--- src/rtl/stage_pkg.sv ---
package stage_pkg;

    typedef enum logic [2:0] {
        ST_IDLE    = 3'd0,
        ST_RUN     = 3'd1,
        ST_BLOCKED = 3'd2,
        ST_UNBLOCK = 3'd3,
        ST_SQUASH  = 3'd4
    } stage_state_e;

    localparam int NUM_STATES = 5;

    typedef struct packed {
        logic up_block;
        logic up_unblock;
        logic flush;
    } stage_ctl_t;

    // States in which the producer has been told to hold off
    function automatic logic is_held(input stage_state_e s);
        return (s == ST_BLOCKED) || (s == ST_UNBLOCK);
    endfunction

endpackage

--- src/rtl/stage_select.sv ---
module stage_select #(
    parameter int TOTAL  = 12,
    parameter int OUT_W  = 2,
    parameter int DATA_W = 16,
    parameter int CW     = 4
) (
    input  logic                   src_kill [TOTAL],
    input  logic [DATA_W-1:0]      src_data [TOTAL],
    input  logic [CW-1:0]          limit,
    output logic [OUT_W-1:0]       out_valid,
    output logic [OUT_W-1:0][DATA_W-1:0] out_data,
    output logic [CW-1:0]          popped
);
    localparam int FW = $clog2(OUT_W + 1);
    localparam int OW = (OUT_W > 1) ? $clog2(OUT_W) : 1;

    logic [FW-1:0] n;

    // Walk the list head-first; killed entries are consumed for free
    always_comb begin
        out_valid = '0;
        out_data  = '0;
        popped    = '0;
        n         = '0;
        for (int i = 0; i < TOTAL; i++) begin
            if ((CW'(i) < limit) && (n < FW'(OUT_W))) begin
                popped = CW'(i + 1);
                if (!src_kill[i]) begin
                    out_valid[n[OW-1:0]] = 1'b1;
                    out_data[n[OW-1:0]]  = src_data[i];
                    n = n + FW'(1);
                end
            end
        end
    end
endmodule

--- src/rtl/stage_skid.sv ---
module stage_skid #(
    parameter int DEPTH  = 8,
    parameter int TOTAL  = 12,
    parameter int DATA_W = 16,
    parameter int CW     = 4
) (
    input  logic              clk,
    input  logic              rst,
    input  logic              flush,
    input  logic              src_kill [TOTAL],
    input  logic [DATA_W-1:0] src_data [TOTAL],
    input  logic [CW-1:0]     popped,
    input  logic [CW-1:0]     rem,
    output logic              skid_kill [DEPTH],
    output logic [DATA_W-1:0] skid_data [DEPTH],
    output logic [CW-1:0]     skid_cnt
);
    localparam int IW = $clog2(TOTAL);

    logic              nxt_kill [DEPTH];
    logic [DATA_W-1:0] nxt_data [DEPTH];
    logic [CW:0]       sel;

    // Next contents: the combined list shifted by the popped count
    always_comb begin
        sel = '0;
        for (int i = 0; i < DEPTH; i++) begin
            sel = {1'b0, popped} + (CW+1)'(i);
            if (sel < (CW+1)'(TOTAL)) begin
                nxt_kill[i] = src_kill[sel[IW-1:0]];
                nxt_data[i] = src_data[sel[IW-1:0]];
            end else begin
                nxt_kill[i] = 1'b0;
                nxt_data[i] = '0;
            end
        end
    end

    always_ff @(posedge clk) begin
        if (rst)        skid_cnt <= '0;
        else if (flush) skid_cnt <= '0;
        else            skid_cnt <= rem;
    end

    always_ff @(posedge clk) begin
        skid_kill <= nxt_kill;
        skid_data <= nxt_data;
    end

    a_r10_no_overflow: assert property (@(posedge clk) disable iff (rst)
        (!flush |-> (rem <= CW'(DEPTH))));
endmodule

--- src/rtl/stage_ctrl.sv ---
module stage_ctrl
    import stage_pkg::*;
(
    input  logic         clk,
    input  logic         rst,
    input  logic         squash,
    input  logic         stall,
    input  logic         skid_empty,
    input  logic         rem_zero,
    output stage_ctl_t   ctl,
    output logic         drain,
    output stage_state_e state_q
);
    stage_state_e state_d;
    logic         unb_pend;

    assign drain    = (state_q == ST_UNBLOCK) || ((state_q == ST_BLOCKED) && !skid_empty);
    assign unb_pend = (state_q == ST_BLOCKED) && skid_empty;

    always_comb begin
        ctl     = '0;
        state_d = state_q;
        if (squash) begin
            ctl.flush      = 1'b1;
            ctl.up_unblock = is_held(state_q);
            state_d        = ST_SQUASH;
        end else if (stall) begin
            state_d      = ST_BLOCKED;
            ctl.up_block = (state_q != ST_BLOCKED);
        end else if (drain) begin
            if (rem_zero) begin
                state_d        = ST_RUN;
                ctl.up_unblock = 1'b1;
            end else begin
                state_d = ST_UNBLOCK;
            end
        end else if (rem_zero) begin
            state_d        = (state_q == ST_IDLE) ? ST_IDLE : ST_RUN;
            ctl.up_unblock = unb_pend;
        end else begin
            // leftovers: a resume notice pending this cycle is withdrawn instead
            state_d      = ST_BLOCKED;
            ctl.up_block = !unb_pend;
        end
    end

    always_ff @(posedge clk) begin
        if (rst) state_q <= ST_IDLE;
        else     state_q <= state_d;
    end

    a_r3_handshake_excl: assert property (@(posedge clk) disable iff (rst)
        !(ctl.up_block && ctl.up_unblock));
    a_r4_block_on_entry: assert property (@(posedge clk) disable iff (rst)
        ctl.up_block |-> (state_q != ST_BLOCKED));
    a_r4_block_lands: assert property (@(posedge clk) disable iff (rst)
        ctl.up_block |=> (state_q == ST_BLOCKED));
    a_r8_squash_state: assert property (@(posedge clk) disable iff (rst)
        squash |=> (state_q == ST_SQUASH));
    a_r9_leave_squash: assert property (@(posedge clk) disable iff (rst)
        ((state_q == ST_SQUASH) && !squash && !stall) |=>
            ((state_q == ST_RUN) || (state_q == ST_BLOCKED)));
endmodule

--- src/rtl/stage_cyc_cnt.sv ---
module stage_cyc_cnt #(
    parameter int NUM   = 5,
    parameter int CNT_W = 32
) (
    input  logic                       clk,
    input  logic                       rst,
    input  logic [2:0]                 state,
    output logic [NUM-1:0][CNT_W-1:0]  cnt
);
    for (genvar k = 0; k < NUM; k++) begin : g_cnt
        always_ff @(posedge clk) begin
            if (rst)                         cnt[k] <= '0;
            else if (state == 3'(k) && cnt[k] != '1) cnt[k] <= cnt[k] + CNT_W'(1);
        end

        a_r11_saturate: assert property (@(posedge clk) disable iff (rst)
            (cnt[k] == '1) |=> (cnt[k] == '1));
    end
endmodule

--- src/rtl/skid_stage.sv ---
module skid_stage
    import stage_pkg::*;
#(
    parameter int IN_W     = 4,
    parameter int OUT_W    = 2,
    parameter int DATA_W   = 16,
    parameter int UP_DELAY = 1,
    parameter int CNT_W    = 32
) (
    input  logic                              clk,
    input  logic                              rst,
    input  logic [IN_W-1:0]                   in_valid,
    input  logic [IN_W-1:0]                   in_kill,
    input  logic [IN_W-1:0][DATA_W-1:0]       in_data,
    input  logic                              dn_block,
    input  logic                              dn_unblock,
    input  logic                              commit_squash,
    output logic [OUT_W-1:0]                  out_valid,
    output logic [OUT_W-1:0][DATA_W-1:0]      out_data,
    output logic                              up_block,
    output logic                              up_unblock,
    output logic [2:0]                        stage_state,
    output logic [NUM_STATES-1:0][CNT_W-1:0]  cyc_count
);
    localparam int DEPTH = (UP_DELAY + 1) * IN_W;
    localparam int TOTAL = DEPTH + IN_W;
    localparam int CW    = $clog2(TOTAL + 1);
    localparam int IW    = $clog2(TOTAL);

    logic              stall_q, stall_eff;
    logic              skid_kill [DEPTH];
    logic [DATA_W-1:0] skid_data [DEPTH];
    logic [CW-1:0]     skid_cnt;
    logic              cmb_kill [TOTAL];
    logic [DATA_W-1:0] cmb_data [TOTAL];
    logic [CW-1:0]     cmb_cnt, idx, limit, popped, rem;
    stage_ctl_t        ctl;
    logic              drain;
    stage_state_e      state_q;

    assign stall_eff = (stall_q | dn_block) & ~dn_unblock;

    always_ff @(posedge clk) begin
        if (rst) stall_q <= 1'b0;
        else     stall_q <= stall_eff;
    end

    // Buffered entries first, then this cycle's valid slots in index order
    always_comb begin
        for (int i = 0; i < TOTAL; i++) begin
            cmb_kill[i] = 1'b0;
            cmb_data[i] = '0;
        end
        for (int i = 0; i < DEPTH; i++) begin
            cmb_kill[i] = skid_kill[i];
            cmb_data[i] = skid_data[i];
        end
        idx = skid_cnt;
        for (int j = 0; j < IN_W; j++) begin
            if (in_valid[j]) begin
                cmb_kill[idx[IW-1:0]] = in_kill[j];
                cmb_data[idx[IW-1:0]] = in_data[j];
                idx = idx + CW'(1);
            end
        end
        cmb_cnt = idx;
    end

    assign limit = (commit_squash || stall_eff) ? '0 : (drain ? skid_cnt : cmb_cnt);
    assign rem   = cmb_cnt - popped;

    stage_select #(.TOTAL(TOTAL), .OUT_W(OUT_W), .DATA_W(DATA_W), .CW(CW)) u_select (
        .src_kill (cmb_kill),
        .src_data (cmb_data),
        .limit    (limit),
        .out_valid(out_valid),
        .out_data (out_data),
        .popped   (popped)
    );

    stage_skid #(.DEPTH(DEPTH), .TOTAL(TOTAL), .DATA_W(DATA_W), .CW(CW)) u_skid (
        .clk      (clk),
        .rst      (rst),
        .flush    (ctl.flush),
        .src_kill (cmb_kill),
        .src_data (cmb_data),
        .popped   (popped),
        .rem      (rem),
        .skid_kill(skid_kill),
        .skid_data(skid_data),
        .skid_cnt (skid_cnt)
    );

    stage_ctrl u_ctrl (
        .clk       (clk),
        .rst       (rst),
        .squash    (commit_squash),
        .stall     (stall_eff),
        .skid_empty(skid_cnt == '0),
        .rem_zero  (rem == '0),
        .ctl       (ctl),
        .drain     (drain),
        .state_q   (state_q)
    );

    stage_cyc_cnt #(.NUM(NUM_STATES), .CNT_W(CNT_W)) u_cnt (
        .clk  (clk),
        .rst  (rst),
        .state(state_q),
        .cnt  (cyc_count)
    );

    assign up_block    = ctl.up_block;
    assign up_unblock  = ctl.up_unblock;
    assign stage_state = state_q;

    a_r2_packed_out: assert property (@(posedge clk) disable iff (rst)
        (((out_valid + OUT_W'(1)) & out_valid) == '0));
    a_r4_quiet_stall: assert property (@(posedge clk) disable iff (rst)
        stall_eff |-> (out_valid == '0));
    a_r8_quiet_flush: assert property (@(posedge clk) disable iff (rst)
        commit_squash |=> (skid_cnt == '0));
    a_r6_unblock_empty: assert property (@(posedge clk) disable iff (rst)
        (up_unblock && !commit_squash) |=> ((skid_cnt == '0) && (stage_state == 3'd1)));
    a_r12_unblock_proto: assert property (@(posedge clk) disable iff (rst)
        dn_unblock |-> stall_q);
endmodule

--- config.mk ---
export PLATFORM = sky130hd
export DESIGN_NAME = skid_stage
export DESIGN_NICKNAME = d
export VERILOG_FILES = /design/src/rtl/stage_pkg.sv /design/src/rtl/stage_select.sv /design/src/rtl/stage_skid.sv /design/src/rtl/stage_ctrl.sv /design/src/rtl/stage_cyc_cnt.sv /design/src/rtl/skid_stage.sv
export SDC_FILE = /design/constraint.sdc
export NUM_CORES = 2
export LEC_CHECK = 0
export BUFFER_PORTS_ARGS = -buffer_cell sky130_fd_sc_hd__buf_2
export CAP_MARGIN = 20
export CORE_MARGIN = 5
export CORE_UTILIZATION = 25
export DETAILED_ROUTE_END_ITERATION = 10
export HOLD_SLACK_MARGIN = 0.1
export PLACE_DENSITY = 0.5
export SLEW_MARGIN = 20
export SYNTH_ARGS = -nofsm -noshare
export SYNTH_HDL_FRONTEND = slang
export SYNTH_SLANG_ARGS = --single-unit
--- constraint.sdc ---
create_clock -name clk -period 24.1 [get_ports clk]
set_input_delay 1.205 -clock clk [delete_from_list [all_inputs] [get_ports clk]]
set_output_delay 1.205 -clock clk [all_outputs]
set_load 0.01 [all_outputs]
* Word level (Yosys, flattened, before mapping) *
Index checks and enable logic that the tools add are counted.

storage, ports and cells
  bits of input ports = 77
  flip-flop bits (word level) = 304
  output and inout bits = 199

cells by class
  equal/unequal tests = 10
  add/subtract/negate cells = 27
  $lt $le $gt $ge = 69
  muxes and demuxes = 239
  reductions and logical operators = 44
  bitwise operators = 26

operators with widths
  kind                     number
  $bwmux W192              4
  $mux W192                4
  $mux W32                 22
  $mux W16                 33
  $bmux W16 S4             8
  $bwmux W32               11
  $demux W16 S4            4
  $demux W16 S1            11
  $add A32 B1 Y32 const B  5
  $ne A32 B32 Y1 const B   5
  $mux W2                  46
  $ge A5 B5 Y1 const B     12
  $not A4 Y5               12
  $bwmux W12               4
  $mux W12                 4
  $mux W1                  46
  $mux W4                  11
  $lt A5 B4 Y1 const B     7
  $logic_and A1 B1 Y1      33
  $bmux W1 S4              8
  $mux W3                  8
  $lt A1 B2 Y1 const B     11
  $lt A2 B2 Y1 const B     11
  $add A2 B1 Y2 const B    10
  29 further kinds         85

* Logic depth before layout (Yosys ltp) *
  depth in word-level cells = 54
  mapped depth = 45
  gate-level depth less buffers = 36

* Cells and area by module *
From an unflattened synthesis, not the netlist that was laid out.

unflattened totals
  cells, all modules = 4333
  area total of the unflattened synthesis = 33926.3 sq um

by module, submodules not included
  module         sequential area each (sq um)  area an instance (sq um)  cells each  times used
  stage_skid     2802.7                        11619.9                   983         1
  skid_stage     20.0                          8996.1                    1561        1
  stage_cyc_cnt  3203.1                        8410.6                    1004        1
  stage_select   0.0                           4723.3                    765         1
  stage_ctrl     60.1                          176.4                     20          1

* Least setup slack after synthesis *
OpenSTA, ideal clock, no wires.

  kind = input -> output
  from = input in_valid[0]
  to = output up_block
  setup slack = 13978 ps
  buffers on the path = 6
  stages on the path = 37
  arrival = 8917 ps
  cell sequence = mux2_2 > ha_1 > nand2b_1 > o211ai_1 > o22a_1 > inv_2 > ha_1 > and2_1 > nand3_1 > mux2i_2 > and3_1 > clkbuf_1 > buf_1 > inv_1 > ha_1 > nand3_1 > and2_1 > ha_1 > nand4_1 > and2_1 > clkbuf_1 > nand4_1 > a31oi_1 > a221o_1 > nor3_2 > a2bb2oi_4 > nor2_4 > buf_2 > buf_2 > buf_2 > ha_1 > inv_1 > a2111oi_0 > nor3_1 > xnor2_1 > and3_1 > nor3_1

on the way
  cells in the longest elaborated chain, start to end = 53
  elaborated cells between the ends (all ways) = 118
  those cells by class = add/sub (14); order compare (29); mux (57); bitwise (3); reduce/logical (15)

RTL lines
  item                                                                     line                                RTL
  start, declared                                                          skid_stage.sv:12                    input logic [IN_W-1:0] in_valid,
  $mux W4                                                                  skid_stage.sv:60                    if (in_valid[j]) begin
  $add A4 B1 Y4 or $not A4 Y5 (tied branches)                              skid_stage.sv:63, skid_stage.sv:61
  $mux W4, or another cell as far along                                    skid_stage.sv:60
  $add A4 B1 Y4, or another cell as far along                              skid_stage.sv:63                    idx = idx + CW'(1);
  $mux W4, or another cell as far along                                    skid_stage.sv:60
  $not A4 Y5 (not written as such), or another cell as far along           skid_stage.sv:61                    cmb_kill[idx[IW-1:0]] = in_kill[j];
  $ge A5 B5 Y1 (not written as such), or another cell as far along         skid_stage.sv:61
  $logic_and A1 B1 Y1 (not written as such), or another cell as far along  skid_stage.sv:61
  [37 not listed]                                                          --
  $logic_and A1 B1 Y1                                                      stage_select.sv:26                  if ((CW'(i) < limit) && (n < FW'(OUT_W))) begin
  $mux W4                                                                  stage_select.sv:26
  $sub A4 B4 Y4 *                                                          skid_stage.sv:70                    assign rem = cmb_cnt - popped;
  $logic_not A4 Y1 *                                                       skid_stage.sv:100                   .rem_zero (rem == '0),
  $mux W1 *                                                                stage_ctrl.sv:37                    end else if (rem_zero) begin
  $mux W1 *                                                                stage_ctrl.sv:30                    end else if (drain) begin
  $mux W1 *                                                                stage_ctrl.sv:27                    end else if (stall) begin
  $mux W1 *                                                                stage_ctrl.sv:23                    if (squash) begin
  end, declared                                                            skid_stage.sv:20                    output logic up_block,

Every way passes the cells marked *; elsewhere a longest branch is shown, timed or not.

* Final worst setup path *
  from = register u_skid.skid_cnt[0]
  to = output up_unblock

on the way
  cells in the longest elaborated chain, start to end = 54
  elaborated cells between the ends (all ways) = 132
  those cells by class = add/sub (15); order compare (31); mux (61); bitwise (4); reduce/logical (21)

RTL lines
  item                                                              line                                RTL
  start, declared                                                   stage_skid.sv:16                    output logic [CW-1:0] skid_cnt
  start signal, assigned                                            stage_skid.sv:42                    else skid_cnt <= rem;
  $add A4 B1 Y4 or $not A4 Y5 (tied branches)                       skid_stage.sv:63, skid_stage.sv:61
  $mux W4, or another cell as far along                             skid_stage.sv:60
  $add A4 B1 Y4, or another cell as far along                       skid_stage.sv:63
  $mux W4, or another cell as far along                             skid_stage.sv:60
  $add A4 B1 Y4, or another cell as far along                       skid_stage.sv:63
  $mux W4, or another cell as far along                             skid_stage.sv:60
  $not A4 Y5 (not written as such), or another cell as far along    skid_stage.sv:61
  $ge A5 B5 Y1 (not written as such), or another cell as far along  skid_stage.sv:61
  [38 not listed]                                                   --
  $logic_and A1 B1 Y1                                               stage_select.sv:26
  $mux W4                                                           stage_select.sv:26
  $sub A4 B4 Y4                                                     skid_stage.sv:70
  $logic_not A4 Y1                                                  skid_stage.sv:100
  $mux W1, on equally long branches                                 stage_ctrl.sv:37, stage_ctrl.sv:31
  $mux W1 *                                                         stage_ctrl.sv:30
  $mux W1 *                                                         stage_ctrl.sv:27
  $mux W1 *                                                         stage_ctrl.sv:23
  end, declared                                                     skid_stage.sv:21                    output logic up_unblock,

Marked as above.

==> results.toml <==
[cts]
cts-htree-levels = 2
cts_buffers = 40
insertion_delay_ns = 0.62
clock-sinks = 304
cts_tree = "yes"
cts-root-buf = "clkbuf_16"
path_clk_slew_ns = 0.06
clk_path_buf_depth = 3
cts-resized-gates = 0
post_cts_buffers = 0
hold_buffers = 0

[synth]
syn_inst = 4588
synth-seq-area-share_pct = 18.4
ys.flop_type = "dfxtp_1"
yosysWarningCount = 0
syn_nets = 4695
ys_ff_latch = 304
syn-cell-area_um2 = 33000
async_flop_share_pct = 0
avgSynthCellArea_um2 = 7.20
ys_types = 104
synth_edf_count = 0

[floorplanning]
io_pins = 276
fp-row-count = 133
design.core.area_um2 = 131000
die_h_um = 373
start_util_pct = 25.1
fp.dieW_um = 373
die_area_um2 = 139000

[grt]
grt_overflow_total = 0
grt_pass1_wl_mm = 255
antenna_found_initial = 18
grt_usage_pct = 23.9
grt_max_degree = 86
first_global_vias = 35000

[critical_path]
cp_slowest_cell = "and3_1"
cp_max_fo = 59
crit_required_ns = 22.89
crit_top_cell = "ha_1"
crit_type = "register to output port"
critPathMaxStageDelay_ns = 0.92
arrival_ns = 12.49
startpoint_type = "register"
critical_path.endpoint_type = "output port"

[pwr]
power.total_mw = 7.15
ir_worst_vdd_mv = 0.152
powerDensity_nw_per_um2 = 188
p_leak_nw = 15.2

[route]
drt_iter0_markers = 5556
finalWirelength_mm = 179
drcViolationCount = 0
ant_nets = 0
vias_per_cell = 5.97
via_count = 38600
wl_per_cell_um = 27.7
first_pass_iters = 7

[timing]
min_period_over_period_pct = 56.8
slew_violations = 0
timing.fmax_mhz = 73.0
grt_setup_unrepaired = "no"
skew_ns = 0.0359
min_period_ns = 13.69
tns_ns = 0
whs_ns = 0.500
tightest_slew_ns = 1.28
relSlewSlack_pct = 14.3
setup_viol = 0
finalHoldViolCount = 0

[placed_design]
place.gp.congestion = 1.02
portBuffers = 275
dp_hpwl_mm = 133

[finish]
drive_above_1_share_pct = 17.6
ff_latch_area_um2 = 6090
multiInputGateArea_um2 = 25100
fin_nets = 4774
area_growth_pct = 15.0
fill_cells = 14400

[run]
cap_violations = 0

[run_status]
status = "completed"

[hold_path]
hold_path_class = "register to register"
critical path, delay by kind of cell, from the launching register on:
kind	cells	cell delay, ns
simple gates	12	4.66
buf+inv	6	1.95
fa+ha+maj	5	1.51
xor+xnor	4	1.31
mux	2	1.23
flops	1	0.75
compound gates	3	0.36
state kept, by name, summed over array words and instances (netlist names):
register and count:
u_ctrl.state_q 3, u_skid.skid_cnt 4, stall_q 1, u_skid.skid_kill 8
u_skid.skid_data 128, u_cnt.cnt 160
power breakdown:
group          switching (mW)  total, mW  leakage [nW]  internal, mW
registers              0.0542      0.692          2.48         0.638
clock network           0.272      0.617         0.627         0.344
logic                    3.95       5.84          12.1          1.90
stage by stage:
step                      cell area [um2]  util, %  cells  setup WS, ns
final                               38000     28.9   6459         10.41
after global routing                38000     28.9   6455          9.72
after CTS                           37900     28.8   6450         10.52
after detailed placement            36600     27.9   6378         10.56
after global placement              36600     27.9   6378         10.84
after floorplan                     33000        -   4588         13.98
layer usage:
metal / global-route usage [%] / wire length [um]
met5: 0.446 / 276
met1: 32.5 / 73600
met2: 34.7 / 73300
met3: 9.22 / 24700
met4: 7.55 / 6840
worst paths after layout:
kind	startpoint	end	slack [ns]	cells after the start
worst max-delay path	u_skid.skid_cnt[0]$_SDFF_PP0_	up_unblock	10.41	32
worst min-delay path	u_cnt.cnt[63]$_SDFFE_PP0P_	u_cnt.cnt[63]$_SDFFE_PP0P_	0.50	2
worst max register to register	u_skid.skid_cnt[0]$_SDFF_PP0_	u_skid.skid_data[92]$_SDFF_PP0_	10.87	33
worst min register to register	u_cnt.cnt[63]$_SDFFE_PP0P_	u_cnt.cnt[63]$_SDFFE_PP0P_	0.50	2
synthesized netlist by cell type, types with 24 or more instances:
cell type	instances	area [um2]
xnor2_1	43	377
nand3_1	189	946
o211ai_1	101	758
or3_1	45	282
xor2_1	98	858
mux2i_1	416	4160
nor2_1	413	1550
o221ai_1	69	604
a22oi_1	146	1100
inv_1	101	379
a21oi_1	323	1620
and3_1	58	363
a311oi_1	47	412
o21ai_1	71	355
nor3_1	121	606
ha_1	30	375
o21a_1	24	180
mux2_2	119	1340
a21o_1	26	195
mux4_2	50	1130
nand2_1	544	2040
dfxtp_1	304	6090
a31oi_1	24	150
clkbuf_1	342	1280
o21ai_0	320	1600
a211oi_1	37	278
buf_2	58	290
nand4_1	90	563
layout by cell type, fill, tap and decap left out, types with 33 or more instances in the layout:
master / n
a211oi_1: 33
a21oi_1: 320
a22oi_1: 146
a311oi_1: 47
and3_1: 58
buf_2: 275
buf_4: 195
clkbuf_16: 41
dfxtp_1: 304
inv_1: 101
mux2_2: 119
mux2i_1: 415
mux4_2: 50
nand2_1: 544
nand3_1: 188
nand4_1: 90
nor2_1: 395
nor3_1: 109
o211ai_1: 101
o21ai_0: 312
o21ai_1: 73
o221ai_1: 69
or3_1: 45
xnor2_1: 43
xor2_1: 98
final cells by class:
class	count	share of cell area, %
clock inverters	15	0.409
flip-flops and latches	304	16.0
inverters	109	1.08
repair buffers	471	7.51
multi-input cells	3741	66.1
diodes	7	0.0461
well taps	1755	5.78
clock buffers	57	2.99
cells by family (layout without fill, tap and decap cells):
kind of cell             count (synthesis)  after routing  synth area share (%)
adder cells (fa/ha/maj)                 32             32                  1.20
AND/OR/NAND/NOR                       1579           1579                  21.9
XOR/XNOR                               147            147                  4.11
multiplexers                           589            589                  20.2
buffers and inverters                  543            652                  6.56
AO/OA/AOI/OAI                         1394           1394                  27.6
flip-flops                             304            304                  18.4
other                                    0              7                     0
Note: power is estimated with default switching activity, not from simulation.
